## config.mk

```make
export PLATFORM = sky130hd
export DESIGN_NAME = dock_exec_top
export DESIGN_NICKNAME = d
export VERILOG_FILES = /design/src/rtl/dock_exec_pkg.sv /design/src/rtl/dock_exec_decode.sv /design/src/rtl/dock_exec_latch.sv /design/src/rtl/dock_exec_flag.sv /design/src/rtl/dock_exec_top.sv
export SDC_FILE = /design/constraint.sdc
export NUM_CORES = 1
export LEC_CHECK = 0
export ABC_AREA = 1
export BUFFER_PORTS_ARGS = -buffer_cell sky130_fd_sc_hd__buf_4
export CORE_MARGIN = 4
export CORE_UTILIZATION = 40
export CTS_BUF_LIST = sky130_fd_sc_hd__clkbuf_2
export DETAILED_ROUTE_END_ITERATION = 7
export SYNTH_ARGS = -nofsm -noshare
export SYNTH_HDL_FRONTEND = slang
export SYNTH_SLANG_ARGS = --single-unit
```

## constraint.sdc

```tcl
create_clock -name clk -period 5.1 [get_ports clk]
set_clock_uncertainty 0.15 [all_clocks]
set_input_delay 0.51 -clock clk [delete_from_list [all_inputs] [get_ports clk]]
set_output_delay 0.51 -clock clk [all_outputs]
set_load 0.02 [all_outputs]
```

## src/rtl/dock_exec_pkg.sv

```systemverilog
package dock_exec_pkg;

    localparam int WORD_W   = 26;
    localparam int CNT_W    = 6;
    localparam int DL_W     = 37;
    localparam int SHIFT_W  = 19;
    localparam int SETIMM_W = 14;
    localparam int MASK_W   = 6;
    localparam int NFLAGS   = 2;

    typedef enum logic [3:0] {
        OP_NONE,
        OP_OLC_IMM,
        OP_OLC_DL,
        OP_OLC_DEC,
        OP_ILC_IMM,
        OP_ILC_DL,
        OP_ILC_INF,
        OP_DL_SET,
        OP_FLAGS,
        OP_SHIFT
    } dock_op_e;

    typedef struct packed {
        logic [CNT_W-1:0] olc;
        logic [CNT_W-1:0] ilc;
        logic             ilc_inf;
        logic [DL_W-1:0]  dl;
        logic             fa;
        logic             fb;
    } dock_state_t;

endpackage

```

## src/rtl/dock_exec_decode.sv

```systemverilog
module dock_exec_decode
    import dock_exec_pkg::*;
(
    input  logic       exec_i,
    input  logic [1:0] cls_i,
    input  logic [3:0] dest_i,
    input  logic [2:0] src_i,
    input  logic       inf_bit_i,
    output dock_op_e   op_o
);

    always_comb begin
        op_o = OP_NONE;
        if (exec_i) begin
            if (cls_i == 2'b00) begin
                op_o = OP_SHIFT;
            end else if (cls_i == 2'b10) begin
                unique case (dest_i)
                    4'b1000: begin
                        unique case (src_i)
                            3'b100:  op_o = OP_OLC_IMM;
                            3'b010:  op_o = OP_OLC_DL;
                            3'b001:  op_o = OP_OLC_DEC;
                            default: op_o = OP_NONE;
                        endcase
                    end
                    4'b0100: begin
                        unique case (src_i)
                            3'b100:  op_o = inf_bit_i ? OP_ILC_INF : OP_ILC_IMM;
                            3'b010:  op_o = OP_ILC_DL;
                            default: op_o = OP_NONE;
                        endcase
                    end
                    4'b0010: op_o = OP_DL_SET;
                    4'b0001: op_o = OP_FLAGS;
                    default: op_o = OP_NONE;
                endcase
            end
        end
    end

endmodule

```

## src/rtl/dock_exec_latch.sv

```systemverilog
module dock_exec_latch #(
    parameter int DL_W     = 37,
    parameter int SHIFT_W  = 19,
    parameter int SETIMM_W = 14
) (
    input  logic [DL_W-1:0]    dl_q_i,
    input  logic [SHIFT_W-1:0] imm_i,
    output logic [DL_W-1:0]    set_val_o,
    output logic [DL_W-1:0]    shift_val_o
);

    localparam int KEEP_W = DL_W - SHIFT_W;
    localparam int EXT_W  = DL_W - SETIMM_W;

    logic ext_bit;
    logic [SHIFT_W-SETIMM_W-2:0] unused_gap;

    assign ext_bit     = imm_i[SETIMM_W];
    assign unused_gap  = imm_i[SHIFT_W-1:SETIMM_W+1];
    assign set_val_o   = {{EXT_W{ext_bit}}, imm_i[SETIMM_W-1:0]};
    assign shift_val_o = {dl_q_i[KEEP_W-1:0], imm_i};

endmodule

```

## src/rtl/dock_exec_flag.sv

```systemverilog
module dock_exec_flag #(
    parameter int MASK_W = 6
) (
    input  logic [MASK_W-1:0] mask_i,
    input  logic              a_i,
    input  logic              b_i,
    input  logic              c_i,
    output logic              flag_o
);

    logic [MASK_W-1:0] terms;

    assign terms  = {~c_i, c_i, ~b_i, b_i, ~a_i, a_i};
    assign flag_o = |(terms & mask_i);

endmodule

```

## src/rtl/dock_exec_top.sv

```systemverilog
module dock_exec_top
    import dock_exec_pkg::*;
(
    input  logic                clk,
    input  logic                rst_n,
    input  logic                exec_i,
    input  logic [WORD_W-1:0]   insn_i,
    input  logic                flag_c_i,
    output logic [CNT_W-1:0]    olc_o,
    output logic [CNT_W-1:0]    ilc_o,
    output logic                ilc_inf_o,
    output logic [DL_W-1:0]     data_o,
    output logic                flag_a_o,
    output logic                flag_b_o
);

    dock_state_t st_q, st_d;
    dock_op_e    op;
    logic [DL_W-1:0]   dl_set_val, dl_shift_val;
    logic [NFLAGS-1:0] flag_new;
    logic [4:0]        unused_hdr;

    assign unused_hdr = insn_i[WORD_W-1:WORD_W-5];

    dock_exec_decode u_decode (
        .exec_i   (exec_i),
        .cls_i    (insn_i[20:19]),
        .dest_i   (insn_i[18:15]),
        .src_i    (insn_i[14:12]),
        .inf_bit_i(insn_i[6]),
        .op_o     (op)
    );

    dock_exec_latch #(
        .DL_W    (DL_W),
        .SHIFT_W (SHIFT_W),
        .SETIMM_W(SETIMM_W)
    ) u_latch (
        .dl_q_i     (st_q.dl),
        .imm_i      (insn_i[SHIFT_W-1:0]),
        .set_val_o  (dl_set_val),
        .shift_val_o(dl_shift_val)
    );

    // Flag index 0 is B (mask in low field), index 1 is A (mask in high field)
    for (genvar g = 0; g < NFLAGS; g++) begin : g_flag
        dock_exec_flag #(.MASK_W(MASK_W)) u_flag (
            .mask_i(insn_i[g*MASK_W +: MASK_W]),
            .a_i   (st_q.fa),
            .b_i   (st_q.fb),
            .c_i   (flag_c_i),
            .flag_o(flag_new[g])
        );
    end

    always_comb begin
        st_d = st_q;
        unique case (op)
            OP_OLC_IMM: st_d.olc = insn_i[CNT_W-1:0];
            OP_OLC_DL:  st_d.olc = st_q.dl[CNT_W-1:0];
            OP_OLC_DEC: st_d.olc = (st_q.olc == '0) ? '0 : st_q.olc - CNT_W'(1);
            OP_ILC_IMM: begin
                st_d.ilc     = insn_i[CNT_W-1:0];
                st_d.ilc_inf = 1'b0;
            end
            OP_ILC_DL: begin
                st_d.ilc     = st_q.dl[CNT_W-1:0];
                st_d.ilc_inf = 1'b0;
            end
            OP_ILC_INF: st_d.ilc_inf = 1'b1;
            OP_DL_SET:  st_d.dl = dl_set_val;
            OP_SHIFT:   st_d.dl = dl_shift_val;
            OP_FLAGS: begin
                st_d.fa = flag_new[1];
                st_d.fb = flag_new[0];
            end
            default: ;
        endcase
        if (!rst_n) begin
            st_d = '0;
        end
    end

    always_ff @(posedge clk) begin
        st_q <= st_d;
    end

    assign olc_o     = st_q.olc;
    assign ilc_o     = st_q.ilc;
    assign ilc_inf_o = st_q.ilc_inf;
    assign data_o    = st_q.dl;
    assign flag_a_o  = st_q.fa;
    assign flag_b_o  = st_q.fb;

endmodule

```

==> metrics.txt, run 1 <==
r2r setup slk 3.36 ns; Net Sw Frac 29.2%; Die X 94.0 um; Fin. Hold Viols 0; die area 8840 um^2; Tmin final 2.95 ns; CTS clk-pin slew, worst paths between 0.2 and 0.3 ns; Mapped Cells 426; Post-synth ARST share 0%; initial antenna violation count 0; Fmax ~340 MHz; status finished clean; Worst Path Arrival 3.15 ns; CP Max Fanout 38; Worst EP required 5.30 ns; # port buffers 76; core area 7210 um^2; top cells by area, synth dfxtp_1, nand2_1, nand3_1, o21ai_0, nor2_1; vias in the first global route 2,649; power share of the combinational group 19.7%; worst-margin pin slew 1.02 ns; syn nets between 400 and 500; Slew Limit Fails 0; largest area contributor in the netlist dfxtp_1; Final setup viols 0; Clk network pwr share 30.1%; fin crit share 57.9%; nets 520; PD cells 241 nW/um^2; critical path's largest stage delay 0.80 ns; All-Layer GR Usage roughly 18%; iteration-0 DRC count of the detailed router 123; cts bufs inserted 5; total length of routed wires 7.85 mm; Synth Area per Inst 6.95 um^2; Crit Reg-Reg Endpoint olc_o[1]$_SDFFE_PN0P_; flops & latches, synth 52; worst hold start insn_i[11]; Post-DRT Antenna Nets 0; NetSw 254 uW; EDFF count, synth 0; # Post-CTS Setup Buffers 0; hold-fix buffer count after cts 0; Hold Path Sink data_o[11]$_SDFFE_PN0P_; synthesized area 2960 um^2; Lkg Pwr 1.66 nW; routed vias/inst 4.83; Syn-to-layout area delta 21.9%; Sequential Power Share 50.2%; crit path cell chain buf_4, nor2_2, nand2_1, nand2_2, nand3_4, nand2_2, inv_6, nor2_1, nor2_1; Internal 617 uW; first-pass GRT wire length 13.0 mm; buffer depth of the longest clock path 2; RSZ-0062 raised after global routing no; r2r startpoint olc_o[0]$_SDFFE_PN0P_; Pre-antenna DRT Iters 4; CP Capture Type flop; Hold Path Cell Cnt 3; Final Util 50.0%; H-tree depth 2; Worst VDD drop 0.000105 V; CP Launch Type input pin; DR WL/cell approximately 13 um; CTS tree yes; Reg2Reg Depth 10; die height 94.0 um; via count 2,837; post-synth top area share 35.2%; number of diodes 0; Initial Util 41.0%; Fin Setup TNS 0 ns; post-synthesis sequential area ratio between 30% and 40%; Top Ports a little over 80; Min-Delay Path Class input pin to flop; Ys Warns 0; routability cong. 0.837; Cell variety after synth 31; largest net degree at the start of global routing 39; WS Path Type input pin to flop; clk sink count 52; share of layout cells above drive strength 1 31.1%; Root Driver clkbuf_2; placed wire-length estimate 5.82 mm; DRC Markers 0; number of max-cap violations 0; highest-delay cell along the critical path nand2_2; post-CTS resize count 0; # rows 31; Slew HR between 30% and 40%; clk_lat worst skew 0.44 ns; GR Overflow Total 0; dominant synthesized flop cell dfxtp_1
==> routing by layer <==
layer	GRT usage [%]	share of wire, %	vias to the layer above
met1	24.8	48	1264
met5	0	0	-
met4	3.97	0.83	0
met2	30.2	47	60
li1	-	-	1506
met3	3.29	4.1	7
==> Yosys cell counts, types with 2 or more instances <==
cell      count
ha_1          2
nand2_2      25
dfxtp_1      52
nand4_1       8
a21oi_2      20
inv_1        33
nand2_1      75
buf_12        2
o21ai_0      44
nor2_2       14
inv_2         5
buf_2         2
xor2_1        3
clkbuf_1     15
o21a_1        2
nor3_1        2
nor2_1       50
a21oi_1       5
nand3_1      55
==> state kept, by name, summed over array words and instances (netlist names) <==
signal and count:
data_o 37, flag_a_o 1, flag_b_o 1, ilc_inf_o 1
ilc_o 6, olc_o 6
==> how the worst max path moves through the flow <==
stage                     startpoint                     end  slack, ns
after floorplan           insn_i[16]  data_o[5]$_SDFFE_PN0P_       3.10
after global placement    insn_i[19]  data_o[1]$_SDFFE_PN0P_       1.66
after detailed placement      exec_i  data_o[1]$_SDFFE_PN0P_       1.68
after CTS                 insn_i[19]  data_o[3]$_SDFFE_PN0P_       2.19
after global routing          exec_i  data_o[9]$_SDFFE_PN0P_       1.89
final                     insn_i[19]  data_o[0]$_SDFFE_PN0P_       2.15
==> through the flow <==
stage / setup slack (ns) / power [mW] / area, um^2 / std cells / hold WS (ns)
floorplan: 3.10 / 0.555 / 2960 / 426 / 0.414
global placement: 1.66 / 0.615 / 3520 / 580 / 0.331
detailed placement: 1.68 / 0.617 / 3520 / 580 / 0.339
CTS: 2.19 / 0.882 / 3610 / 587 / 0.110
global route: 1.89 / 0.921 / 3610 / 587 / 0.122
finish: 2.15 / 0.871 / 3610 / 587 / 0.124
==> cell type report <==
class	count	area, um^2
clock buffer	5	25.0
clock inverter	2	60.1
fill	803	3610
inverter	39	151
multi-input combinational	313	1630
sequential	52	1040
tap	99	124
timing repair buffer	77	578
==> worst max-delay path: cells and delay by family <==
family	cells	cell delay, ns
buf+inv	2	0.31
simple gates	7	2.30
==> kinds of logic (layout without fill, tap and decap cells) <==
family                     Yosys count  count (layout)  share of synthesized area (%)
AOI/OAI and AO/OA                   75              75                           16.0
xor gates and xnor gates             3               3                          0.888
adders and majority gates            2               2                          0.846
buffers and inverters               61             123                           9.85
DFF                                 52              52                           35.2
muxes                                1               1                          0.338
and+or+nand+nor                    232             232                           36.9
==> power groups by stage <==
stage	clock network (mW)	registers (mW)	logic [mW]
finish	0.262	0.437	0.172
global route	0.288	0.440	0.193
CTS	0.272	0.437	0.173
detailed placement	0	0.445	0.172
global placement	0	0.444	0.170
floorplan	0	0.460	0.0947
==> cell usage in the layout, fill, tap and decap left out, types with 2 or more instances in the layout <==
| cell | count |
|---|---|
| buf_4 | 77 |
| nand2_1 | 75 |
| nand3_1 | 55 |
| dfxtp_1 | 52 |
| nor2_1 | 50 |
| o21ai_0 | 44 |
| inv_1 | 33 |
| nand2_2 | 25 |
| a21oi_2 | 20 |
| nor2_2 | 14 |
| nand4_1 | 8 |
| inv_2 | 5 |
| a21oi_1 | 5 |
| clkbuf_2 | 5 |
| xor2_1 | 3 |
| nor3_1 | 2 |
| o21a_1 | 2 |
| ha_1 | 2 |
| bufinv_16 | 2 |
No activity file was read; power rests on OpenSTA's default activity.
==> run 2: changes to the inputs <==
clock period = 2.9 ns   (was 5.1 ns; I/O delays follow)
==> run 2 against run 1 <==
Against the previous run:
- register-to-register slack got worse by 2.2 ns
- critical endpoint is now data_o[6]$_SDFFE_PN0P_
- sequential share of layout area is 1.5 points lower
- flip-flop and latch count did not move
==> metrics.txt, run 2 (synthesized netlist as in run 1, its figures left out) <==
Hold Path Sink data_o[7]$_SDFFE_PN0P_; worst hold start rst_n; Lkg Pwr 1.75 nW (+5.2%); routability cong. 0.843 (+0.63%); commonest non-fill, non-tap cells in the layout buf_4, nand2_1, nand3_1; via count 2,993 (+5.5%); critical path's largest stage delay 0.55 ns (-0.25 ns); share of layout cells above drive strength 1 30.8% (-0.38 points); Fmax around 380 MHz; Final Util 52.7% (+2.7 points); Pre-antenna DRT Iters 5 (+1); status finished clean; CTS clk-pin slew, worst paths 0.28 ns (about the same); number of diodes 0 (unchanged); Worst VDD drop 0.000240 V (+130%); Final setup viols 0 (unchanged); GR Overflow Total 0 (unchanged); cts bufs inserted 5 (unchanged); DRC Markers 0 (unchanged); Internal 1.10 mW (+79%); max reg flops 37 (unchanged); PnR worst setup slack 0.284 ns (-1.86 ns); most frequent CP cell nand2_1; crit path cell chain dlygate4sd3_1, buf_4, inv_1, nand3_1, nand2_1, nand2_1, nand2_1, nand3_1, nand2_2, nand3_4, nand2_2, buf_12, o21ai_0, nor2_1; Clk network pwr share 30.0% (about the same); # rows 31 (unchanged); Slew Limit Fails 0 (unchanged); r2r setup slk 1.18 ns (-2.18 ns); Syn-to-layout area delta 28.4%; post-place setup slack 0.327 ns (-1.35 ns); Worst Path Arrival 2.87 ns (-0.28 ns); All-Layer GR Usage 19.0% (+0.69 points); post-layout instance area 3800 um^2 (+5.3%); routed vias/inst 4.94 (+2.2%); Hold Path Cell Cnt 3 (unchanged); worst-margin pin slew 0.670 ns (-0.355 ns); Root Driver clkbuf_2; Sequential Power Share 49.1% (-1.1 points); fillers 751 (-6.5%); # port buffers 76 (unchanged); die area 8840 um^2 (unchanged); commonest non-fill, non-tap cell in the layout buf_4; total length of routed wires 8.34 mm (+6.3%); die height 94.0 um (unchanged); largest net degree at the start of global routing 34 (-13%); r2r startpoint olc_o[0]$_SDFFE_PN0P_; Top Ports 82 (unchanged); RSZ-0062 raised after global routing no; buffer depth of the longest clock path 2 (unchanged); clk sink count 52 (unchanged); iteration-0 DRC count of the detailed router 172 (+40%); highest-delay cell along the critical path dlygate4sd3_1; first-pass GRT wire length 13.5 mm (+4.0%); PD cells 412 nW/um^2 (+71%); CTS tree yes; CP Max Fanout 31 (-18%); WS Path Type input pin to flop; Slew HR 55.2% (+24 points); vias in the first global route 2,706 (+2.2%); nets 539 (+3.7%); placed wire-length estimate 5.90 mm (+1.3%); Reg2Reg Depth 10 (unchanged); Min-Delay Path Class input pin to flop; # Post-CTS Setup Buffers 0 (unchanged); Initial Util 41.0% (unchanged); Post-Place Cell Area 3560 um^2 (+1.2%); DR WL/cell 13.8 um (+3.0%); Fin. Hold Viols 0 (unchanged); core area 7210 um^2 (unchanged); Net Sw Frac 29.6% (+0.43 points); Worst EP required 3.15 ns (-2.15 ns); Post-DRT Antenna Nets 0 (unchanged); Crit Reg-Reg Endpoint olc_o[1]$_SDFFE_PN0P_; CP Launch Type input pin; number of max-cap violations 0 (unchanged); NetSw 463 uW (+82%); initial antenna violation count 0 (unchanged); clk_lat worst skew 0.46 ns (+0.02 ns); H-tree depth 2 (unchanged); fin crit share 90.2%; CP Capture Type flop; Fin Setup TNS 0 ns (unchanged); final hold slack 0.0449 ns (-0.0793 ns); Tmin final 2.62 ns; power share of the combinational group 20.8% (+1.1 points); Die X 94.0 um (unchanged)
## run 2: stage by stage
stage | cells | power [mW]
floorplan | 426 | 0.976
global placement | 584 | 1.09
detailed placement | 584 | 1.09
CTS | 606 | 1.57
global route | 606 | 1.64
finish | 606 | 1.56
## run 2: routing by layer
layer,track usage (%),share of wire (%)
met2,29.7,45
met4,5.78,1.7
met1,26.4,48
met3,3.53,4.5
met5,0,0
## run 2: worst max-delay path by stage
stage          startpoint                      end  slack [ns]
6_report       insn_i[12]   data_o[6]$_SDFFE_PN0P_        0.28
5_1_grt        insn_i[12]   data_o[9]$_SDFFE_PN0P_        0.07
4_1_cts        insn_i[12]  data_o[12]$_SDFFE_PN0P_        0.35
3_5_place_dp   insn_i[20]  data_o[12]$_SDFFE_PN0P_        0.33
3_3_place_gp   insn_i[20]  data_o[13]$_SDFFE_PN0P_        0.35
2_1_floorplan  insn_i[16]   data_o[5]$_SDFFE_PN0P_        1.12
## run 2: final cells by class
cell class | count | area, um^2 | area share (%)
clock buffers | 5 | 25.0 | 0.659
multi-input cells | 313 | 1630 | 42.8
inverters | 39 | 151 | 3.99
well taps | 99 | 124 | 3.26
clock inverters | 2 | 60.1 | 1.58
flip-flops and latches | 52 | 1040 | 27.4
repair buffers | 96 | 771 | 20.3
## run 2: critical path: cells and delay by family
kind	cells	cell delay (ns)
buffers and inverters	4	1.05
AOI/OAI and AO/OA	1	0.10
and+or+nand+nor	9	1.41
## run 2: power groups by stage
stage	logic (mW)	clock network, mW	registers [mW]
floorplan	0.167	0	0.809
global placement	0.304	0	0.782
detailed placement	0.309	0	0.782
CTS	0.326	0.480	0.769
global route	0.362	0.508	0.774
finish	0.326	0.470	0.769
## run 2: what timing repair did
action | 4_1_cts | 5_1_grt
hold endpoints to repair | 16 | 0
hold buffers | 15 | 0
resized for setup | 0 | 0
